### src/rtl/flash_cmd_pkg.sv
package flash_cmd_pkg;

  typedef enum logic [3:0] {
    CMD_NONE         = 4'd0,
    CMD_RESET        = 4'd1,
    CMD_IDENT        = 4'd2,
    CMD_PROGRAM      = 4'd3,
    CMD_CHIP_ERASE   = 4'd4,
    CMD_SECTOR_ERASE = 4'd5,
    CMD_SUSPEND      = 4'd6,
    CMD_RESUME       = 4'd7,
    CMD_BYPASS       = 4'd8
  } cmd_e;

  typedef enum logic [2:0] {
    S_IDLE, S_UNL1, S_UNL2, S_PROG, S_ERS0, S_ERS1, S_ERS2, S_BYX
  } seq_e;

  localparam logic [7:0] OP_RESET  = 8'hF0;
  localparam logic [7:0] OP_IDENT  = 8'h90;
  localparam logic [7:0] OP_PROG   = 8'hA0;
  localparam logic [7:0] OP_ERASE  = 8'h80;
  localparam logic [7:0] OP_CHIP   = 8'h10;
  localparam logic [7:0] OP_SECT   = 8'h30;
  localparam logic [7:0] OP_SUSP   = 8'hB0;
  localparam logic [7:0] OP_RESUME = 8'h30;
  localparam logic [7:0] OP_BYPASS = 8'h20;
  localparam logic [7:0] OP_BYEXIT = 8'h00;
  localparam logic [7:0] KEY_A     = 8'hAA;
  localparam logic [7:0] KEY_B     = 8'h55;

  // Low 12 address bits expected for unlock step 0 or 1 in the given mode.
  function automatic logic [11:0] unlock_addr(input logic wide, input logic second);
    if (wide) return second ? 12'h554 : 12'hAAA;
    else      return second ? 12'hAAA : 12'h555;
  endfunction

  // Word mode admits even addresses only.
  function automatic logic addr_legal(input logic wide, input logic a0);
    return !(wide && a0);
  endfunction

  function automatic logic [7:0] status_pack(input logic busy, input logic d7,
                                             input logic tog, input logic err,
                                             input logic ewin);
    return {busy ? ~d7 : d7, tog, err, 1'b0, ewin, 3'b000};
  endfunction

endpackage

### src/rtl/flash_cmd_match.sv
module flash_cmd_match
  import flash_cmd_pkg::*;
(
  input  logic        wide,
  input  logic [11:0] addr_lo,
  input  logic [7:0]  data_lo,
  output logic        legal,
  output logic        key_a_hit,
  output logic        key_b_hit,
  output logic [7:0]  opcode
);
  assign legal     = addr_legal(wide, addr_lo[0]);
  assign key_a_hit = legal && (addr_lo == unlock_addr(wide, 1'b0)) && (data_lo == KEY_A);
  assign key_b_hit = legal && (addr_lo == unlock_addr(wide, 1'b1)) && (data_lo == KEY_B);
  assign opcode    = data_lo;
endmodule

### src/rtl/flash_cmd_timer.sv
module flash_cmd_timer #(
  parameter int TMO_CYC = 64
) (
  input  logic clk,
  input  logic rst_n,
  input  logic run,
  input  logic kick,
  output logic expire
);
  localparam int CW = $clog2(TMO_CYC + 1);
  logic [CW-1:0] cnt;

  always_ff @(posedge clk) begin
    if (!rst_n)            cnt <= '0;
    else if (kick || !run) cnt <= '0;
    else                   cnt <= cnt + 1'b1;
  end

  assign expire = run && !kick && (cnt == CW'(TMO_CYC - 1));
endmodule

### src/rtl/flash_cmd_status.sv
module flash_cmd_status
  import flash_cmd_pkg::*;
(
  input  logic       clk,
  input  logic       rst_n,
  input  logic       busy,
  input  logic       rd_pulse,
  input  logic       op_d7,
  input  logic       op_error,
  input  logic       erase_window,
  output logic [7:0] status_byte
);
  logic tog;

  always_ff @(posedge clk) begin
    if (!rst_n)                tog <= 1'b0;
    else if (rd_pulse && busy) tog <= ~tog;
  end

  assign status_byte = status_pack(busy, op_d7, tog, op_error, erase_window);
endmodule

### src/rtl/flash_cmd_decoder.sv
module flash_cmd_decoder
  import flash_cmd_pkg::*;
#(
  parameter int ADDR_W  = 20,
  parameter int NSECT   = 8,
  parameter int NBOOT   = 4,
  parameter int TMO_CYC = 64
) (
  input  logic              clk,
  input  logic              rst_n,
  input  logic              wide_mode,
  input  logic              bus_we,
  input  logic              bus_re,
  input  logic [ADDR_W-1:0] bus_addr,
  input  logic [15:0]       bus_wdata,
  input  logic [NSECT-1:0]  sect_sel,
  input  logic [NBOOT-1:0]  boot_sel,
  input  logic              busy,
  input  logic              op_d7,
  input  logic              op_error,
  input  logic              erase_window,
  output logic              cmd_valid,
  output logic [3:0]        cmd_code,
  output logic [ADDR_W-1:0] cmd_addr,
  output logic [15:0]       cmd_data,
  output logic              info_mode,
  output logic              bypass_mode,
  output logic [7:0]        status_byte
);
  seq_e       state, nstate;
  cmd_e       fire_code;
  logic       fire, abort_evt, n_info, n_byp;
  logic       legal, key_a_hit, key_b_hit;
  logic [7:0] opcode;

  // Named internal events, also used by the bound checker.
  logic any_sel, wr_evt, seq_idle, tmo_hit;
  assign any_sel  = |{sect_sel, boot_sel};
  assign wr_evt   = bus_we && any_sel;
  assign seq_idle = (state == S_IDLE);

  flash_cmd_match u_match (
    .wide      (wide_mode),
    .addr_lo   (bus_addr[11:0]),
    .data_lo   (bus_wdata[7:0]),
    .legal     (legal),
    .key_a_hit (key_a_hit),
    .key_b_hit (key_b_hit),
    .opcode    (opcode)
  );

  flash_cmd_timer #(.TMO_CYC(TMO_CYC)) u_timer (
    .clk    (clk),
    .rst_n  (rst_n),
    .run    (!seq_idle),
    .kick   (wr_evt),
    .expire (tmo_hit)
  );

  flash_cmd_status u_status (
    .clk          (clk),
    .rst_n        (rst_n),
    .busy         (busy),
    .rd_pulse     (bus_re && any_sel),
    .op_d7        (op_d7),
    .op_error     (op_error),
    .erase_window (erase_window),
    .status_byte  (status_byte)
  );

  always_comb begin
    nstate    = state;
    fire      = 1'b0;
    fire_code = CMD_NONE;
    abort_evt = 1'b0;
    n_info    = info_mode;
    n_byp     = bypass_mode;
    if (wr_evt) begin
      if (!legal) begin
        abort_evt = 1'b1;
      end else begin
        case (state)
          S_IDLE: begin
            if (bypass_mode) begin
              if (opcode == OP_PROG)       nstate = S_PROG;
              else if (opcode == OP_IDENT) nstate = S_BYX;
              else                         abort_evt = 1'b1;
            end else if (key_a_hit) nstate = S_UNL1;
            else                    abort_evt = 1'b1;
          end
          S_UNL1: if (key_b_hit) nstate = S_UNL2; else abort_evt = 1'b1;
          S_UNL2: begin
            nstate = S_IDLE;
            case (opcode)
              OP_RESET:  begin fire = 1'b1; fire_code = CMD_RESET;   n_info = 1'b0; end
              OP_IDENT:  begin fire = 1'b1; fire_code = CMD_IDENT;   n_info = 1'b1; end
              OP_BYPASS: begin fire = 1'b1; fire_code = CMD_BYPASS;  n_byp  = 1'b1; end
              OP_SUSP:   begin fire = 1'b1; fire_code = CMD_SUSPEND; end
              OP_RESUME: begin fire = 1'b1; fire_code = CMD_RESUME;  end
              OP_PROG:   nstate = S_PROG;
              OP_ERASE:  nstate = S_ERS0;
              default:   abort_evt = 1'b1;
            endcase
          end
          S_PROG: begin
            nstate = S_IDLE; fire = 1'b1; fire_code = CMD_PROGRAM;
          end
          S_ERS0: if (key_a_hit) nstate = S_ERS1; else abort_evt = 1'b1;
          S_ERS1: if (key_b_hit) nstate = S_ERS2; else abort_evt = 1'b1;
          S_ERS2: begin
            nstate = S_IDLE;
            if (opcode == OP_CHIP)      begin fire = 1'b1; fire_code = CMD_CHIP_ERASE;   end
            else if (opcode == OP_SECT) begin fire = 1'b1; fire_code = CMD_SECTOR_ERASE; end
            else                        abort_evt = 1'b1;
          end
          S_BYX: begin
            nstate = S_IDLE;
            if (opcode == OP_BYEXIT) begin fire = 1'b1; fire_code = CMD_RESET; n_byp = 1'b0; end
            else                     abort_evt = 1'b1;
          end
          default: abort_evt = 1'b1;
        endcase
      end
    end else if (tmo_hit) begin
      abort_evt = 1'b1;
    end
    if (abort_evt) begin
      nstate = S_IDLE;
      n_info = 1'b0;
      n_byp  = 1'b0;
    end
  end

  always_ff @(posedge clk) begin
    if (!rst_n) begin
      state       <= S_IDLE;
      info_mode   <= 1'b0;
      bypass_mode <= 1'b0;
      cmd_valid   <= 1'b0;
      cmd_code    <= 4'd0;
      cmd_addr    <= '0;
      cmd_data    <= '0;
    end else begin
      state       <= nstate;
      info_mode   <= n_info;
      bypass_mode <= n_byp;
      cmd_valid   <= fire;
      if (fire) begin
        cmd_code <= fire_code;
        cmd_addr <= bus_addr;
        cmd_data <= bus_wdata;
      end
    end
  end
endmodule

### config.mk
export PLATFORM = sky130hd
export DESIGN_NAME = flash_cmd_decoder
export DESIGN_NICKNAME = d
export VERILOG_FILES = /design/src/rtl/flash_cmd_pkg.sv /design/src/rtl/flash_cmd_match.sv /design/src/rtl/flash_cmd_timer.sv /design/src/rtl/flash_cmd_status.sv /design/src/rtl/flash_cmd_decoder.sv
export SDC_FILE = /design/constraint.sdc
export NUM_CORES = 1
export LEC_CHECK = 0
export BUFFER_PORTS_ARGS = -buffer_cell sky130_fd_sc_hd__buf_2
export CORE_MARGIN = 2
export CORE_UTILIZATION = 30
export DETAILED_ROUTE_END_ITERATION = 10
export GPL_TIMING_DRIVEN = 1
export PLACE_DENSITY = 0.64
export SLEW_MARGIN = 40
export SYNTH_ARGS = -nofsm -noshare
export SYNTH_HDL_FRONTEND = slang
export SYNTH_SLANG_ARGS = --single-unit
export TNS_END_PERCENT = 100
### constraint.sdc
create_clock -name clk -period 2.3 [get_ports clk]
set_input_delay 0.115 -clock clk [delete_from_list [all_inputs] [get_ports clk]]
set_output_delay 0.115 -clock clk [all_outputs]
set_load 0.005 [all_outputs]
After elaboration in Yosys (flattened, before gate mapping):

Cells that the tools add are included.

* add/subtract/negate cells: 1
* eq/ne operators: 27
* multiplexer cells: 43
* bitwise operators: 4
* reductions and logical operators: 28

Operators by type and width (count)
* == test 8 bit (second input constant): 6
* two-way mux 3 bit: 9
* == test 12 bit: 2
* two-way mux 12 bit: 2
* two-way mux 1 bit: 22
* case mux 4 bit (5 select lines): 1
* case mux 3 bit (6 select lines): 1
* == test 8 x 6 -> 1 bit (second input constant): 2
* case mux 4 bit (4 select lines): 1
* == test 3 bit (second input constant): 4
* OR reduction 12 bit: 1
* logical AND 1 bit: 10
* inequality test 2 bit (second input constant): 5
* == test 8 x 5 -> 1 bit (second input constant): 1
* == test 8 x 7 -> 1 bit (second input constant): 1
* zero test 8 bit: 1
* two-way mux 4 bit: 2
* adder 7 x 1 -> 7 bit (second input constant): 1
* == test 7 x 6 -> 1 bit (second input constant): 1
* AND reduction 7 bit: 1
* OR reduction 7 bit: 1
* == test 3 x 2 -> 1 bit (second input constant): 2
* case mux 1 bit (6 select lines): 1
* case mux 3 bit (2 select lines): 1
* other kinds (15): 24

* register bits after elaboration: 54
* input bits: 57
* output and inout bits: 51
* logic and storage cells: 112

Longest topological paths before layout:

* word-level depth: 10
* mapped depth: 9
* mapped depth without buffers: 8

Modules after synthesis:

From an unflattened synthesis, not the netlist that was laid out.

* cells, all modules: 360
* area, all modules: 2992.9 µm²

Modules (own cells, without submodules)
* flash_cmd_decoder: instances 1, cells an instance 269, area an instance 2267.2 µm²
* flash_cmd_match: instances 1, cells an instance 47, area an instance 340.3 µm²
* flash_cmd_timer: instances 1, cells an instance 30, area an instance 276.5 µm²
* flash_cmd_status: instances 1, cells an instance 14, area an instance 108.9 µm²

Least setup slack after synthesis:

OpenSTA, ideal clock, no wires.

* kind: in2reg
* from: input port bus_wdata[0]
* to: register cmd_code[2]
* arrival: 1.867 ns
* required time: 2.230 ns
* slack: 0.363 ns
* stages on the path: 7
* buffers on the path: 0
* cells stage by stage: or4_4 -> o41ai_2 -> nand2_1 -> o21ai_1 -> nand2_1 -> or4b_1 -> a21oi_1

* longest elaborated chain between the ends: 6
* elaborated cells between the ends (all ways): 21
* those cells by class: eq/ne: 6; mux: 13; reduce/logical: 2

Ends and longest elaborated chain
* from (decl): RTL line flash_cmd_decoder.sv:15 `input logic [15:0] bus_wdata,`
* == test 8 bit (tied with other cells): RTL line flash_cmd_decoder.sv:94 `case (opcode)`
* OR reduction 5 bit (no source line) (tied with other cells)
* two-way mux 1 bit (tied with other cells): RTL line flash_cmd_decoder.sv:94
* case mux 1 bit (4 select lines) or case mux 4 bit (4 select lines) (tied branches): RTL line flash_cmd_decoder.sv:82 `case (state)`
* two-way mux 1 bit or two-way mux 4 bit (tied branches): RTL line flash_cmd_decoder.sv:79 `if (!legal) begin`
* two-way mux 1 bit or two-way mux 4 bit (tied branches): RTL line flash_cmd_decoder.sv:78 `if (wr_evt) begin`
* to (signal assigned): RTL line flash_cmd_decoder.sv:149 `cmd_code <= fire_code;`
* to (decl): RTL line flash_cmd_decoder.sv:23 `output logic [3:0] cmd_code,`

Parallel ways exist; a longest one is shown, timed or not.
A chain may end at the register's enable or synchronous reset.

Worst setup path after layout:

* from: register u_timer.cnt[0]
* to: register info_mode

* longest elaborated chain between the ends: 5

Ends and longest elaborated chain
* from (decl): RTL line flash_cmd_timer.sv:11 `logic [CW-1:0] cnt;`
* from (signal assigned): RTL line flash_cmd_timer.sv:16 `else cnt <= cnt + 1'b1;`
* == test 7 x 6 -> 1 bit: RTL line flash_cmd_timer.sv:19 `assign expire = run && !kick && (cnt == CW'(TMO_CYC - 1));`
* logical AND 1 bit: RTL line flash_cmd_timer.sv:19
* two-way mux 1 bit: RTL line flash_cmd_decoder.sv:124 `end else if (tmo_hit) begin`
* two-way mux 1 bit: RTL line flash_cmd_decoder.sv:78
* OR reduction 2 bit (no source line)
* to (signal assigned): RTL line flash_cmd_decoder.sv:145 `info_mode <= n_info;`
* to (decl): RTL line flash_cmd_decoder.sv:26 `output logic info_mode,`

No other way between the ends.

==> metrics <==
H-Tree Depth 2; RSZ-0062 raised after global routing false; drt pass-1 iters 4; DRC Markers 0; number of top-level pins 108; HP Class input pin to register; starting density of the core 30.6%; layout cells sized above 1 30.5%; final WL between 6 and 7 mm; hold_buf cts 0; Inserted Clock Buffers 5; die width 97.9 µm; hold slack 0.0243 ns; DP Worst Slack ~0.1 ns; critical path type register to register; Core Box Area roughly 0.0086 mm²; CTS root buf clkbuf_8; crit path capture type register; VDD IR max 211 µV; register area share after synthesis 40.9%; # port buffers 99; Metal-1 WL slightly above 3 mm; EDFF count, synth 0; die height just under 100 µm; fin crit share 86.0%; final setup violating endpoints 0; initial antenna violation count 0; 1st-iter DRT viols between 100 and 150; DR WL/cell 13.2 µm; final hold violations 0; met3 WL post-DR 515 µm; reg2reg path depth 7; Most used DFF post-synth dfxtp_1; CTS tree yes; Worst Path Max Fanout 4; warnings from Yosys 0; hold path start bus_wdata[9]; Critical Path RT 2.51 ns; Worst Hold Depth 3; ant diodes 0; Async SR Flop Fraction 0%; Worst R2R End info_mode$_SDFFE_PP0P_; P&R area growth vs syn 26.7%; Slew Viols, Final 0; Routed Antenna Nets 0; status completed; cell row count 34; Clk Latency, worst-skew pair 0.31 ns; Leak 1.73 nW; DR vias/cell approximately 5; Yosys reg bits between 50 and 60; nets 461; crit path launch type register; Die ar. around 0.0096 mm²; setup tns final 0 ns; top routing layer in use met4; first-pass GRT wire length 11.2 mm; max_cap viols 0; Fmax achieved 0.505 GHz; vias in the first global route 2,446; # Post-CTS Setup Buffers 0; fin crit period 1.98 ns; Synth Instances between 300 and 400; GRT Total Usage 14.0%; worst reg2reg setup slack 0.32 ns; Power per Cell Area 496 mW/mm²; Mapped Avg Cell Area 8.67 µm²; clk sinks 54; CTS resizes 0; GP Congestion around 0.83; Final WS setup 0.321 ns; largest net degree at the start of global routing 39; total congestion overflow 0; deepest clock path buffer count 2; Cell variety after synth 52; worst r2r src u_timer.cnt[0]$_SDFF_PP0_; Worst-path clk slew 0.10 ns; Netlist Area Pre-Place 0.00265 mm²; WP data arrival 2.18 ns; worst hold endpoint cmd_data[9]$_SDFFE_PN0P_; via count around 2,600; Met2 Wirelength 3.09 mm; post-DP HPWL about 5.2 mm; clk_skew 0.00782 ns
-- metal layers --
layer  track usage [%]  up-vias
met5                 0        -
met4              4.06        0
met1              18.0     1179
li1                  -     1252
met2              23.6      107
met3              3.15       13
-- cell usage after synthesis, types with 3 or more instances --
cell	instances	area share [%]
nor4b_1	3	0.99
nand3_1	10	1.9
buf_4	7	2.0
inv_1	6	0.85
nand2b_1	6	1.4
nor2b_1	3	0.71
o21ai_0	6	1.1
o21a_1	3	0.85
nor4_1	7	1.7
and3_1	4	0.95
clkbuf_1	10	1.4
nor3_1	6	1.1
mux2i_1	40	15
nor2_1	57	8.1
xor2_1	6	2.0
or3_1	3	0.71
nand2_1	14	2.0
dfxtp_1	54	41
a21oi_1	12	2.3
buf_2	3	0.57
and2_1	3	0.71
-- critical path, cell delays in order (launching register included) --
cell and delay (ns):
dfxtp_1 0.37, ha_1 0.22, nand3_1 0.08, or2_2 0.30
o31a_1 0.30, o21ai_1 0.28, o21ai_0 0.18, a21boi_1 0.16
-- area by class of cell --
| cell class | instances | area [µm²] |
|---|---|---|
| Fill cell | 903 | 5280 |
| Multi-Input combinational cell | 225 | 1440 |
| Sequential cell | 54 | 1080 |
| Timing Repair Buffer | 109 | 571 |
| Tap cell | 108 | 135 |
| Clock buffer | 6 | 82.6 |
| Inverter | 7 | 26.3 |
| Clock inverter | 2 | 17.5 |
-- through the flow --
| stage | utilization [%] | power, mW | instance area [µm²] | std cells |
|---|---|---|---|---|
| after global routing | 38.8 | 1.75 | 3350 | 511 |
| after detailed placement | 37.7 | 1.11 | 3250 | 503 |
| after CTS | 38.8 | 1.70 | 3350 | 511 |
| after global placement | 37.7 | 1.11 | 3250 | 503 |
| final | 38.8 | 1.66 | 3350 | 511 |
| after floorplan | - | 1.03 | 2660 | 308 |
-- placed cells by master, fill, tap and decap left out, drive strengths merged, types with 6 or more instances in the layout --
master and instances:
inv 6, nand3 10, dfxtp 54, clkbuf 6
nand2b 6, a21oi 12, o21ai 8, nor2 57
nor3 6, nand2 14, xor2 6, mux2i 40
buf 109, nor4 7
-- worst max path at each step --
stage / slack (ns) / end / startpoint / cells after the start
after floorplan: 0.36 / cmd_code[2]$_SDFFE_PN0P_ / bus_wdata[0] / 7
after global placement: 0.20 / cmd_code[2]$_SDFFE_PN0P_ / bus_wdata[0] / 8
after detailed placement: 0.10 / cmd_code[2]$_SDFFE_PN0P_ / bus_wdata[0] / 8
after CTS: 0.32 / state[2]$_SDFFE_PP0P_ / bypass_mode$_SDFFE_PP0P_ / 7
after global routing: 0.20 / state[2]$_SDFFE_PP0P_ / bypass_mode$_SDFFE_PP0P_ / 7
final: 0.32 / info_mode$_SDFFE_PP0P_ / u_timer.cnt[0]$_SDFF_PP0_ / 7
-- registers in the layout, summed over array words and instances (netlist names) --
signal / flops
info_mode: 1
cmd_code: 4
u_status.tog: 1
cmd_addr: 20
bypass_mode: 1
state: 3
cmd_data: 16
cmd_valid: 1
u_timer.cnt: 7
-- where the power goes --
part           leakage [nW]  internal (mW)  switching, mW
combinational          1.24         0.0664         0.0866
clock                0.0514          0.249          0.326
sequential            0.435          0.936       0.000993
-- cells by family after synthesis --
logic type               synth area share (%)
other                                   0.142
AND/OR/NAND/NOR                          24.4
multiplexers                             15.1
AO/OA/AOI/OAI                            10.6
adder cells (fa/ha/maj)                 0.946
flip-flops                               40.9
XOR/XNOR                                 2.65
buffers and inverters                    5.25
No activity file was read; power rests on OpenSTA's default activity.
